### src/rtl/gpio_banked.sv
module gpio_banked #(
  parameter int BANKS = 4,
  parameter int BW    = 8
) (
  input  logic                clk,
  input  logic                rst_n,
  input  logic [7:0]          bus_addr,
  input  logic                bus_we,
  input  logic [31:0]         bus_wdata,
  output logic [31:0]         bus_rdata,
  input  logic [BANKS*BW-1:0] pin_in,
  output logic [BANKS*BW-1:0] pin_out,
  output logic [BANKS*BW-1:0] pin_oe,
  output logic                irq
);
  localparam int NP = BANKS * BW;
  localparam logic [5:0] O_MSTAT = 6'h00, O_STAT = 6'h04, O_MSET = 6'h08,
                         O_MCLR = 6'h0C, O_DIR = 6'h10, O_OUT = 6'h14,
                         O_IN = 6'h18, O_TRIG = 6'h20;

  logic [NP-1:0] dir_q, out_q, mask_q, stat_q, trig_q;
  logic [NP-1:0] s1, s2, s3, rise;
  logic [NP-1:0] w_stat, w_mset, w_mclr, w_dir, w_out, w_trig, en_dir, en_out, en_trig;
  logic [5:0] off;
  logic [1:0] bsel;

  assign off  = bus_addr[5:0];
  assign bsel = bus_addr[7:6];
  assign rise = s2 & ~s3;

  for (genvar b = 0; b < BANKS; b++) begin : g_bank
    logic hit;
    assign hit = bus_we && (bsel == b[1:0]);
    assign w_stat [b*BW +: BW] = (hit && off == O_STAT) ? bus_wdata[BW-1:0] : '0;
    assign w_mset [b*BW +: BW] = (hit && off == O_MSET) ? bus_wdata[BW-1:0] : '0;
    assign w_mclr [b*BW +: BW] = (hit && off == O_MCLR) ? bus_wdata[BW-1:0] : '0;
    assign en_dir [b*BW +: BW] = {BW{hit && off == O_DIR}};
    assign en_out [b*BW +: BW] = {BW{hit && off == O_OUT}};
    assign en_trig[b*BW +: BW] = {BW{hit && off == O_TRIG}};
    assign w_dir  [b*BW +: BW] = bus_wdata[BW-1:0];
    assign w_out  [b*BW +: BW] = bus_wdata[BW-1:0];
    assign w_trig [b*BW +: BW] = bus_wdata[BW-1:0];
  end

  always_ff @(posedge clk or negedge rst_n) begin
    if (!rst_n) begin
      s1 <= '0; s2 <= '0; s3 <= '0;
      dir_q <= '1; out_q <= '0; mask_q <= '1; stat_q <= '0; trig_q <= '0;
    end else begin
      s1 <= pin_in;
      s2 <= s1;
      s3 <= s2;
      dir_q  <= (dir_q & ~en_dir) | (w_dir & en_dir);
      out_q  <= (out_q & ~en_out) | (w_out & en_out);
      trig_q <= (trig_q & ~en_trig) | (w_trig & en_trig);
      mask_q <= (mask_q | w_mset) & ~w_mclr;
      stat_q <= (trig_q & s2) | (~trig_q & ((stat_q & ~w_stat) | rise));
    end
  end

  always_comb begin
    bus_rdata = '0;
    case (off)
      O_MSTAT: bus_rdata[BW-1:0] = stat_q[bsel*BW +: BW] & ~mask_q[bsel*BW +: BW];
      O_STAT:  bus_rdata[BW-1:0] = stat_q[bsel*BW +: BW];
      O_MSET:  bus_rdata[BW-1:0] = mask_q[bsel*BW +: BW];
      O_DIR:   bus_rdata[BW-1:0] = dir_q[bsel*BW +: BW];
      O_OUT:   bus_rdata[BW-1:0] = out_q[bsel*BW +: BW];
      O_IN:    bus_rdata[BW-1:0] = s2[bsel*BW +: BW];
      O_TRIG:  bus_rdata[BW-1:0] = trig_q[bsel*BW +: BW];
      default: bus_rdata = '0;
    endcase
  end

  assign pin_oe  = ~dir_q;
  assign pin_out = out_q & ~dir_q;
  assign irq     = |(stat_q & ~mask_q);

  a_r3_unmask_reads_zero: assert property (@(posedge clk) disable iff (!rst_n)
    (off == O_MCLR) |-> (bus_rdata == 32'h0));

  a_r3_unmask_clears: assert property (@(posedge clk) disable iff (!rst_n)
    (bus_we && off == O_MCLR) |=> ((mask_q & $past(w_mclr)) == '0));

  a_r4_mask_sets: assert property (@(posedge clk) disable iff (!rst_n)
    (bus_we && off == O_MSET) |=> ((mask_q & $past(w_mset)) == $past(w_mset)));

  a_r5_clear_wins_without_edge: assert property (@(posedge clk) disable iff (!rst_n)
    (bus_we && off == O_STAT) |=> ((stat_q & $past(w_stat & ~trig_q & ~rise)) == '0));

  a_r10_sticky_edge: assert property (@(posedge clk) disable iff (!rst_n)
    1'b1 |=> ((stat_q & $past(stat_q & ~trig_q & ~w_stat)) == $past(stat_q & ~trig_q & ~w_stat)));

  a_r11_level_follows: assert property (@(posedge clk) disable iff (!rst_n)
    1'b1 |=> ((stat_q & $past(trig_q & s2)) == $past(trig_q & s2)));
endmodule

### config.mk
export PLATFORM = sky130hd
export DESIGN_NAME = gpio_banked
export DESIGN_NICKNAME = d
export VERILOG_FILES = /design/src/rtl/gpio_banked.sv
export SDC_FILE = /design/constraint.sdc
export NUM_CORES = 1
export LEC_CHECK = 0
export CAP_MARGIN = 40
export CORE_ASPECT_RATIO = 1.2
export CORE_MARGIN = 2
export CORE_UTILIZATION = 49
export DETAILED_ROUTE_END_ITERATION = 8
export MAX_ROUTING_LAYER = met4
export PLACE_DENSITY = 0.8
export SLEW_MARGIN = 20
export SYNTH_ARGS = -nofsm -noshare
export SYNTH_HDL_FRONTEND = slang
export SYNTH_SLANG_ARGS = --single-unit
export TNS_END_PERCENT = 5
### constraint.sdc
create_clock -name clk -period 2.3 [get_ports clk]
set_input_delay 0.345 -clock clk [delete_from_list [all_inputs] [get_ports clk]]
set_output_delay 0.345 -clock clk [all_outputs]
set_load 0.02 [all_outputs]
==> metrics.md <==
| Metric | Value |
|---|---|
| CP arrival | around 2300 ps |
| Clock Path Buffers | 3 |
| Syn_area_per_cell | 11.7 sq um |
| Multi-input gate area | around 4300 sq um |
| Clock sinks | 256 |
| Pre-antenna DRT Iters | 6 |
| Final hold viol count | 0 |
| Routed WL | between 30000 and 40000 um |
| Net switching power | just under 3 mW |
| Power density over the cells | around 730 nW/um^2 |
| Worst setup EP type | output pin |
| Place WS | -1220 ps |
| EDFF count, synth | 0 |
| Row count | 60 |
| I/O pin cnt | roughly 170 |
| Critical path fanouts, max | 4 |
| P_int | a little over 8 mW |
| Failing checks | negative setup slack |
| Grt total ovfl | 0 |
| CTS Buf Count | 26 |
| Via density | 5.83 |
| Final setup viols | 9 |
| Fmax | between 300 and 400 MHz |
| Max Cap Viol | 0 |
| Initial antenna violation count | 0 |
| Min-Delay Path Class | in -> reg |
| Top Metal Used | met4 |
| Pin count of the biggest net entering global routing | 78 |
| Netlist cell types | just over 50 |
| Clock skew | 8.31 ps |
| Sequential share of the synthesized area | approximately 58% |
| DR WL met3 | about 2800 um |
| Min cycle time layout | approximately 2600 ps |
| Asr flop ratio synth | 100% |
| Final worst-path cycle share | 115% |
| IO buf count | 123 |
| CTS tree | yes |
| Critical path class | in -> out |
| Final hold slack | approximately 250 ps |
| Final ANT Viol Nets | 0 |
| Leak | between 7 and 8 nW |
| Logic pwr share | between 10% and 20% |
| Core Area | ~22000 sq um |
| Root buf cell | clkbuf_16 |
| Slew @ Worst Pin | about 590 ps |
| Initial cell density of the core | 50.0% |
| Area Overhead vs Synth | 36.3% |
| Global-route total usage across every layer | ~31% |
| Post-synthesis register bit count | around 260 |
| Fin area | roughly 15000 sq um |
| Yosys warning count | 0 |
| WL/cell | around 23 um |
| Final design utilization | between 60% and 70% |
| M1 wire length | around 14000 um |
| Placer Congestion | around 0.95 |
| Placed cell count | between 1000 and 1500 |
| Die H | between 150 and 200 um |
| Required @ worst endpoint | a little under 2000 ps |
| Vias | roughly 9000 |
| Power share of the sequential group | a little under half |
| Final nets | around 1300 |
| Cells after Synth | between 900 and 1000 |
| Post-DP Area | 13900 sq um |
| Clock slew at reported path FFs | 60 ps |
| DRT iter0 DRCs | a little over 800 |
| Remaining DRCs | 0 |
| CTS H-tree depth | 1 |
| Clock group share of total power | between 30% and 40% |
| Top_reg_cell synth | dfrtp_1 |
| First-pass GRT wire length | 54200 um |
| Register area | around 6500 sq um |
| Met2 WL | ~17000 um |
| Worst skew pair latency | ~530 ps |
| Fillers | between 1500 and 2000 |
| Share of cells above drive strength 1 | a little over a third |
| Post-route insts no fill | between 1500 and 2000 |
| Slew Viols, Final | 0 |
| HPWL Detailed | around 24000 um |
| ANT cells | 0 |
| Die area | roughly 24000 sq um |
| Die width | between 100 and 150 um |
| Crit start category | input pin |
| Max VDD drop | about 560 uV |
| Post-Syn Area | about 11000 sq um |
| Status | finished with violations |
| Setup WS post-layout | -341 ps |
| RSZ-0062 raised after global routing | true |
| Rel. slew slack | between 60% and 70% |
| Vias in the first global route | around 9000 |
| Sw Ratio | 25.9% |
## per-layer routing
| layer | up-vias | global-route usage [%] |
|---|---|---|
| met1 | 4530 | 41.0 |
| met4 | 0 | 11.8 |
| met3 | 123 | 5.22 |
| li1 | 3883 | - |
| met2 | 461 | 48.7 |
| met5 | - | - |
## final timing paths
path | from | endpoint | depth (start not counted) | slack, ps
min in group asynchronous | rst_n | s1[25]$_DFF_PN0_ | 2 | 380
worst min-delay path | pin_in[25] | s1[25]$_DFF_PN0_ | 1 | 250
max in group asynchronous | rst_n | async pin | 3 | 1130
worst max-delay path | bus_addr[4] | bus_rdata[1] | 10 | -340
worst min register to register | s1[28]$_DFF_PN0_ | s2[28]$_DFF_PN0_ | 0 | 340
worst max register to register | mask_q[4]$_DFF_PN1_ | mask_q[4]$_DFF_PN1_ | 3 | 1330
## worst max-delay path, cell delays in order
cell and delay (ps):
buf_8 100, or3_4 400, nor4b_4 290, buf_6 180, bufbuf_16 270, a21oi_1 70
nand3_1 100, nand2_1 100, o32ai_4 280, buf_6 160
## power by group through the flow
stage / logic, mW / registers, mW / clock network [mW]
3_5_place_dp: 1.56 / 5.23 / 0
2_1_floorplan: 0.843 / 5.13 / 0
6_report: 1.64 / 5.16 / 4.37
4_1_cts: 1.63 / 5.16 / 4.42
5_1_grt: 1.77 / 5.20 / 4.59
3_3_place_gp: 1.53 / 5.21 / 0
## area by class of cell
type / instances / area share (%)
Timing Repair Buffer: 295 / 18.9
Multi-Input combinational cell: 569 / 28.2
Tap cell: 279 / 2.28
Clock inverter: 8 / 0.671
Sequential cell: 256 / 42.4
Inverter: 96 / 2.36
Clock buffer: 40 / 5.13
## logic make-up (layout without fill, tap and decap cells)
logic type	after synthesis	in the layout	synth area share (%)
AO/OA/AOI/OAI	209	209	11.9
multiplexers	119	119	13.5
flip-flops	256	256	57.8
buffers and inverters	161	439	6.46
other	1	24	0.0334
AND/OR/NAND/NOR	217	217	10.3
## Yosys cell counts, types with 4 or more instances
library cell / number / area share, %
nand2_1: 89 / 3.0
clkbuf_1: 22 / 0.74
buf_2: 12 / 0.54
mux4_2: 16 / 3.2
buf_4: 24 / 1.6
o21ai_0: 33 / 1.5
dfstp_2: 64 / 15
nand3_1: 10 / 0.45
mux2_2: 95 / 9.5
nand2b_1: 9 / 0.50
nor2b_1: 43 / 2.4
a21oi_1: 78 / 3.5
nand4_1: 18 / 1.0
a211o_1: 30 / 2.3
dfrtp_1: 192 / 43
mux2i_1: 7 / 0.62
o22ai_1: 19 / 1.1
a22o_1: 4 / 0.31
inv_1: 96 / 3.2
nor2_1: 22 / 0.74
buf_1: 5 / 0.17
a22oi_1: 28 / 1.9
## cell usage in the layout (no fill, tap or decap), types with 4 or more instances in the layout
cell	n
dfrtp_1	192
buf_4	140
clkdlybuf4s50_1	106
inv_1	96
mux2_2	95
nand2_1	87
a21oi_1	74
dfstp_2	64
nor2b_1	41
a211o_1	30
o21ai_0	30
clkbuf_16	27
a22oi_1	25
conb_1	24
nor2_1	21
nand4_1	18
buf_12	18
mux4_2	16
buf_6	16
o22ai_1	15
nand2b_1	9
nand3_1	9
clkbuf_1	7
clkbuf_8	6
mux2i_1	4
o22ai_2	4
a21oi_2	4
a22o_1	4
nor2_2	4
## per-stage QoR
stage | TNS (ps) | total power [mW]
finish | -2780 | 11.2
global placement | -69090 | 6.74
global route | -3320 | 11.6
detailed placement | -73630 | 6.79
floorplan | -292 | 5.97
CTS | -2410 | 11.2
## timing repair
action                                  in CTS  in global routing
hold buffers                                 1                  0
endpoints found under the hold margin       58                  0
endpoints found under the setup margin      71                  9
cloned                                       5                  0
buffers inserted                            15                  0
pin swaps                                   24                  6
resized for setup                          116                  7
No activity file was read; power rests on OpenSTA's default activity.
